===== src/rtl/smc_pkg.sv =====
package smc_pkg;

    localparam int DW = 8;
    localparam int NREG = 4;

    localparam logic [2:0] SRC_IMM = 3'd4;

    localparam int Z_BIT = 0;
    localparam int C_BIT = 1;
    localparam int V_BIT = 2;

    typedef enum logic [1:0] {
        S_FETCH,
        S_DECODE,
        S_EXEC,
        S_HALT
    } state_e;

    typedef enum logic [3:0] {
        K_ALU,
        K_JMP,
        K_NOT,
        K_PUSH,
        K_POP,
        K_HLT,
        K_NOP,
        K_RET,
        K_ILL
    } kind_e;

    typedef enum logic [2:0] {
        OP_NONE = 3'd0,
        OP_RSV  = 3'd1,
        OP_MOV  = 3'd2,
        OP_OR   = 3'd3,
        OP_AND  = 3'd4,
        OP_SUB  = 3'd5,
        OP_CMP  = 3'd6,
        OP_ADD  = 3'd7
    } alu_op_e;

    typedef enum logic [2:0] {
        J_ALW,
        J_EQ,
        J_NE,
        J_LO,
        J_LS,
        J_HI,
        J_HS,
        J_CALL
    } cond_e;

    typedef struct packed {
        kind_e      kind;
        alu_op_e    op;
        logic [2:0] src;
        logic [1:0] dst;
        cond_e      cond;
        logic       imm;
    } dec_t;

endpackage


===== src/rtl/smc_decode.sv =====
module smc_decode
    import smc_pkg::*;
(
    input  logic [DW-1:0] ir,
    output dec_t          dec
);

    always_comb begin
        dec.kind = K_ILL;
        dec.op   = OP_NONE;
        dec.src  = ir[4:2];
        dec.dst  = ir[1:0];
        dec.cond = cond_e'(ir[2:0]);
        dec.imm  = 1'b0;

        if (ir[7:6] != 2'b00) begin
            // two-operand group
            dec.op  = alu_op_e'(ir[7:5]);
            dec.src = ir[4:2];
            dec.dst = ir[1:0];
            dec.imm = (ir[4:2] == SRC_IMM);
            dec.kind = (ir[4:2] <= SRC_IMM) ? K_ALU : K_ILL;
        end else if (ir[7:5] == 3'b001) begin
            // one-operand group
            dec.src = ir[2:0];
            dec.dst = ir[1:0];
            unique case (ir[4:3])
                2'b11: dec.kind = K_JMP;
                2'b10: dec.kind = ir[2] ? K_ILL : K_NOT;
                2'b01: begin
                    dec.kind = (ir[2:0] <= SRC_IMM) ? K_PUSH : K_ILL;
                    dec.imm  = (ir[2:0] == SRC_IMM);
                end
                default: dec.kind = ir[2] ? K_ILL : K_POP;
            endcase
        end else if (ir[7:4] == 4'b0001) begin
            // zero-operand group
            unique case (ir[3:0])
                4'h0:    dec.kind = K_HLT;
                4'h1:    dec.kind = K_NOP;
                4'h2:    dec.kind = K_RET;
                default: dec.kind = K_ILL;
            endcase
        end
    end

endmodule


===== src/rtl/smc_alu.sv =====
module smc_alu
    import smc_pkg::*;
(
    input  alu_op_e       op,
    input  logic [DW-1:0] a_dst,
    input  logic [DW-1:0] b_src,
    output logic [DW-1:0] res,
    output logic          same
);

    always_comb begin
        same = (a_dst == b_src);
        unique case (op)
            OP_MOV:  res = b_src;
            OP_OR:   res = a_dst | b_src;
            OP_AND:  res = a_dst & b_src;
            OP_SUB:  res = a_dst - b_src;
            OP_ADD:  res = a_dst + b_src;
            default: res = a_dst;
        endcase
    end

endmodule


===== src/rtl/smc_branch.sv =====
module smc_branch
    import smc_pkg::*;
(
    input  cond_e      cond,
    input  logic [2:0] ccr,
    output logic       take
);

    logic z;
    logic c;

    always_comb begin
        z = ccr[Z_BIT];
        c = ccr[C_BIT];
        unique case (cond)
            J_ALW:   take = 1'b1;
            J_EQ:    take = z;
            J_NE:    take = !z;
            J_LO:    take = c;
            J_LS:    take = c || z;
            J_HI:    take = !c && !z;
            J_HS:    take = !c;
            default: take = 1'b1;
        endcase
    end

endmodule


===== src/rtl/smc_core.sv =====
module smc_core
    import smc_pkg::*;
#(
    parameter int AW = 8
) (
    input  logic          clk,
    input  logic          rst_n,
    output logic [AW-1:0] mem_addr,
    output logic          mem_rd,
    output logic          mem_wr,
    output logic [7:0]    mem_wdata,
    input  logic [7:0]    mem_rdata,
    output logic          stopped,
    output logic          error
);

    localparam logic [AW-1:0] SP_TOP = {AW{1'b1}};
    localparam logic [AW-1:0] ONE    = AW'(1);

    typedef struct packed {
        state_e                  st;
        logic [AW-1:0]           pc;
        logic [AW-1:0]           sp;
        logic [NREG-1:0][DW-1:0] gpr;
        logic [2:0]              ccr;
        logic [DW-1:0]           ir;
        logic                    stopped;
        logic                    error;
    } core_t;

    core_t q, d;

    logic [DW-1:0] ir_now;
    dec_t          dec;
    logic [DW-1:0] src_val;
    logic [DW-1:0] dst_val;
    logic [DW-1:0] alu_res;
    logic          alu_same;
    logic          jmp_take;

    assign ir_now  = (q.st == S_DECODE) ? mem_rdata : q.ir;
    assign src_val = (q.st == S_EXEC) ? mem_rdata : q.gpr[dec.src[1:0]];
    assign dst_val = q.gpr[dec.dst];

    smc_decode u_dec (
        .ir  (ir_now),
        .dec (dec)
    );

    smc_alu u_alu (
        .op    (dec.op),
        .a_dst (dst_val),
        .b_src (src_val),
        .res   (alu_res),
        .same  (alu_same)
    );

    smc_branch u_br (
        .cond (dec.cond),
        .ccr  (q.ccr),
        .take (jmp_take)
    );

    always_comb begin
        d         = q;
        mem_addr  = q.pc;
        mem_rd    = 1'b0;
        mem_wr    = 1'b0;
        mem_wdata = '0;

        unique case (q.st)
            S_FETCH: begin
                mem_rd = 1'b1;
                mem_addr = q.pc;
                d.st = S_DECODE;
            end

            S_DECODE: begin
                d.ir = mem_rdata;
                d.st = S_FETCH;
                unique case (dec.kind)
                    K_ALU: begin
                        if (dec.imm) begin
                            mem_rd   = 1'b1;
                            mem_addr = q.pc + ONE;
                            d.pc     = q.pc + ONE;
                            d.st     = S_EXEC;
                        end else begin
                            if (dec.op == OP_CMP) begin
                                d.ccr[Z_BIT] = alu_same;
                            end else begin
                                d.gpr[dec.dst] = alu_res;
                            end
                            d.pc = q.pc + ONE;
                        end
                    end
                    K_JMP: begin
                        mem_rd   = 1'b1;
                        mem_addr = q.pc + ONE;
                        d.pc     = q.pc + ONE;
                        d.st     = S_EXEC;
                    end
                    K_NOT: begin
                        d.gpr[dec.dst] = ~dst_val;
                        d.pc = q.pc + ONE;
                    end
                    K_PUSH: begin
                        if (dec.imm) begin
                            mem_rd   = 1'b1;
                            mem_addr = q.pc + ONE;
                            d.pc     = q.pc + ONE;
                            d.st     = S_EXEC;
                        end else begin
                            mem_wr    = 1'b1;
                            mem_addr  = q.sp;
                            mem_wdata = src_val;
                            d.sp      = q.sp - ONE;
                            d.pc      = q.pc + ONE;
                        end
                    end
                    K_POP: begin
                        mem_rd   = 1'b1;
                        mem_addr = q.sp + ONE;
                        d.sp     = q.sp + ONE;
                        d.st     = S_EXEC;
                    end
                    K_RET: begin
                        if (q.sp == SP_TOP) begin
                            d.stopped = 1'b1;
                            d.error   = 1'b1;
                            d.st      = S_HALT;
                        end else begin
                            mem_rd   = 1'b1;
                            mem_addr = q.sp + ONE;
                            d.sp     = q.sp + ONE;
                            d.st     = S_EXEC;
                        end
                    end
                    K_HLT: begin
                        d.stopped = 1'b1;
                        d.pc      = q.pc + ONE;
                        d.st      = S_HALT;
                    end
                    K_NOP: begin
                        d.pc = q.pc + ONE;
                    end
                    default: begin
                        d.stopped = 1'b1;
                        d.error   = 1'b1;
                        d.st      = S_HALT;
                    end
                endcase
            end

            S_EXEC: begin
                d.st = S_FETCH;
                unique case (dec.kind)
                    K_ALU: begin
                        if (dec.op == OP_CMP) begin
                            d.ccr[Z_BIT] = alu_same;
                        end else begin
                            d.gpr[dec.dst] = alu_res;
                        end
                        d.pc = q.pc + ONE;
                    end
                    K_JMP: begin
                        if (jmp_take) begin
                            d.pc = AW'(mem_rdata);
                            if (dec.cond == J_CALL) begin
                                mem_wr    = 1'b1;
                                mem_addr  = q.sp;
                                mem_wdata = DW'(q.pc + ONE);
                                d.sp      = q.sp - ONE;
                            end
                        end else begin
                            d.pc = q.pc + ONE;
                        end
                    end
                    K_PUSH: begin
                        mem_wr    = 1'b1;
                        mem_addr  = q.sp;
                        mem_wdata = mem_rdata;
                        d.sp      = q.sp - ONE;
                        d.pc      = q.pc + ONE;
                    end
                    K_POP: begin
                        d.gpr[dec.dst] = mem_rdata;
                        d.pc = q.pc + ONE;
                    end
                    K_RET: begin
                        d.pc = AW'(mem_rdata);
                    end
                    default: begin
                        d.stopped = 1'b1;
                        d.error   = 1'b1;
                        d.st      = S_HALT;
                    end
                endcase
            end

            default: begin
                d.st = S_HALT;
            end
        endcase
    end

    always_ff @(posedge clk or negedge rst_n) begin
        if (!rst_n) begin
            q.st      <= S_FETCH;
            q.pc      <= '0;
            q.sp      <= SP_TOP;
            q.gpr     <= '0;
            q.ccr     <= '0;
            q.ir      <= '0;
            q.stopped <= 1'b0;
            q.error   <= 1'b0;
        end else begin
            q <= d;
        end
    end

    assign stopped = q.stopped;
    assign error   = q.error;

endmodule


===== config.mk =====
export PLATFORM = sky130hd
export DESIGN_NAME = smc_core
export DESIGN_NICKNAME = d
export VERILOG_FILES = /design/src/rtl/smc_pkg.sv /design/src/rtl/smc_decode.sv /design/src/rtl/smc_alu.sv /design/src/rtl/smc_branch.sv /design/src/rtl/smc_core.sv
export SDC_FILE = /design/constraint.sdc
export NUM_CORES = 1
export LEC_CHECK = 0
export ABC_AREA = 1
export BUFFER_PORTS_ARGS = -buffer_cell sky130_fd_sc_hd__buf_4
export CAP_MARGIN = 20
export CORE_UTILIZATION = 65
export DETAILED_ROUTE_END_ITERATION = 10
export PLACE_DENSITY = 0.94
export SLEW_MARGIN = 20
export SYNTH_ARGS = -nofsm -noshare
export SYNTH_HDL_FRONTEND = slang
export SYNTH_SLANG_ARGS = --single-unit

===== constraint.sdc =====
create_clock -name clk -period 7.4 [get_ports clk]
set_input_delay 0.37 -clock clk [delete_from_list [all_inputs] [get_ports clk]]
set_output_delay 0.37 -clock clk [all_outputs]
set_load 0.02 [all_outputs]

==> flow_metrics.tcl <==
set metrics [dict create \
    status "finished clean" \
    rsz0062_at_grt "false" \
    clock_sinks 61 \
    ios 30 \
    path_clk_slew_ns 0.06 \
    setup_viol_count_final 0 \
    timing.rr.end "q[27]" \
    r2r_start "q[62]" \
    ir_drop_v 0.000110 \
    yosys.area.top_type "nand2_1" \
    wl_per_cell_um 18.2 \
    min_path_type "input pin to asynchronous set/reset pin" \
    grt-busiest-layer "met2" \
    overflow 0 \
    tritoncts "yes" \
    worst_pin_slew_ns 1.13 \
    ys_types 44 \
    met3_usage 0.105 \
    crit_path_start "q[62]" \
    synth_common_cells "460 x nand2_1, 130 x nor2_1, 122 x a21oi_1" \
    slew_viol_final 0 \
    p_sw_mw 0.195 \
    worst_path_most_repeated_cell "nand2_1" \
    finalHoldWorstSlack_ns 0.127 \
    clock_path_buffers 2 \
    areaGrowthSynthToFinish_pct 6.40 \
    fmax_ghz 0.177 \
    synthCells 1280 \
    syn_area_per_cell_sq_um 5.79 \
    via_per_inst 6.18 \
    cts_hold_buf 0 \
    synthTopCellsByArea "nand2_1 23%, dfrtp_1 18%, a21oi_1 8.2%" \
    n_antenna_cell 0 \
    p_int_mw 0.573 \
    grt_first_pass_wirelength_mm 40.2 \
    ys_seq_area_frac 0.207 \
    die_y_um 109 \
    min_period_ns 5.66 \
    r2r_slack_ns 1.74 \
    slowest_stage "nor4_1" \
    synth_edf_count 0 \
    p_leak_nw 4.14 \
    hold_viol 0 \
    fp.dieW_um 109 \
    cts_buffers 9 \
    ys_ff_latch 61 \
    arrival_ns 5.91 \
    start_util 0.675 \
    pwr-share-seq 0.434 \
    drt_first_pass_iters 7 \
    yosysTopAreaCellShare 0.233 \
    ant_nets 0 \
    first_iter_violations 1177 \
    antenna_found_initial 0 \
    io_buffers 29 \
    cp_top_family "simple AND/OR/NAND/NOR gates" \
    drive_above_1_share 0.101 \
    grt_max_degree 62 \
    post-cts-setup-buffers 0 \
    end_kind "flip-flop" \
    critical_path_class "flip-flop to flip-flop" \
    power_frac_comb 0.028 \
    skew_ns 0.00710 \
    start_kind "flip-flop" \
    async_reset_ff_frac 1.00 \
    synthesis.area_sq_um 7410 \
    place.gp.congestion 1.01 \
    h-tree-depth 3 \
    required_ns 7.65 \
    vias 8811 \
    post_cts_resized 0 \
    power.clock.fraction 0.537 \
    fin_nets 1322 \
    synth_nets 1322 \
    cpPeakStageDelay_ns 0.93 \
    clock_latency_ns 0.35 \
    core-area_sq_um 11000 \
    cp.depth 26 \
    worstPathMaxFanout 21 \
    critPathCapture "q[27]" \
    synthFlopType "dfrtp_1" \
    rows 38 \
    final.setup.tns_ns 0 \
    cts_root_buffer "clkbuf_16" \
    grt_pass1_vias 7729 \
    grt_util_met2 0.682 \
    relSlewSlack 0.240 \
    post-dp-hpwl_mm 18.9 \
    fin_crit_sh 0.765 \
    synth_most_common_cell "nand2_1" \
    drc 0 \
    p_sw_frac 0.254 \
    path_buf_inv 3 \
    powerDensity_nw_per_um2 97.5 \
    globalRouteMet1Util 0.576 \
    routed_wirelength_mm 25.9 \
    track_usage 0.449 \
    worstRegToRegCells 26 \
    die-area_sq_um 11800 \
    synth-warning-count 0 \
    drv_cap 0 \
]
layer usage:
metal | part of all wire | routed length [um] | vias up
met3 | 0.13 | 3320 | 139
met1 | 0.38 | 9950 | 3880
met5 | 0 | 0 | -
met4 | 0.061 | 1590 | 0
met2 | 0.43 | 11100 | 663
li1 | - | - | 4129
cell type report:
class	count	area, sq um
inverter	135	507
multi-input combinational	1041	5150
clock buffer	11	243
sequential	61	1540
timing repair buffer	32	240
clock inverter	5	36.3
tap	140	175
fill	994	3100
layout by cell type (no fill, tap or decap), types with 6 or more instances in the layout:
cell type  instances
nand2_2           19
a21oi_1          122
xor2_1            17
ha_1              32
inv_2             16
nand3_1           99
o21ai_0           46
o22ai_1           14
nor3_1             8
o21ai_1           19
o211ai_1           7
dfstp_2            8
nand4_1           15
nand2_4            6
nand2_1          460
inv_1            118
nor2_1           129
clkbuf_16          9
nor2_4             7
buf_4             32
dfrtp_1           53
flip-flops by register name (all words and copies together), names as in the netlist:
signal and count:
q 59, error 1, stopped 1
metrics by stage:
step / cell area, sq um / instances / total power [mW] / worst slack (ns) / utilization
6_report: 7890 / 1425 / 0.769 / 1.74 / 0.718
5_1_grt: 7890 / 1425 / 0.780 / 1.34 / 0.718
4_1_cts: 7880 / 1425 / 0.762 / 2.03 / 0.718
3_5_place_dp: 7600 / 1409 / 0.361 / 2.07 / 0.692
3_3_place_gp: 7600 / 1409 / 0.361 / 2.21 / 0.692
2_1_floorplan: 7410 / 1280 / 0.342 / 3.62 / -
worst min-delay path by stage:
stage | from | end | slack [ns] | depth (start not counted)
final | rst_n | q[62] | 0.13 | 1
after global routing | rst_n | q[61] | 0.19 | 1
after CTS | rst_n | q[62] | 0.16 | 1
after detailed placement | error | error | 0.46 | 1
after global placement | stopped | stopped | 0.45 | 2
after floorplan | rst_n | error | 0.07 | 0
power groups by stage:
stage          clock (mW)  combinational [mW]  sequential (mW)
2_1_floorplan           0             0.00202            0.340
6_report            0.413              0.0217            0.334
3_5_place_dp            0              0.0210            0.340
3_3_place_gp            0              0.0210            0.340
5_1_grt             0.424              0.0227            0.334
4_1_cts             0.407              0.0211            0.334
kinds of logic (layout without fill, tap and decap cells):
| group | Yosys count | count (layout) | share of synthesized area |
|---|---|---|---|
| simple gates | 769 | 769 | 0.456 |
| compound gates | 223 | 223 | 0.164 |
| buf+inv | 178 | 183 | 0.0984 |
| flops | 61 | 61 | 0.207 |
| fa+ha+maj | 32 | 32 | 0.0540 |
| xor+xnor | 17 | 17 | 0.0201 |
Power figures use the tool's default switching activity.
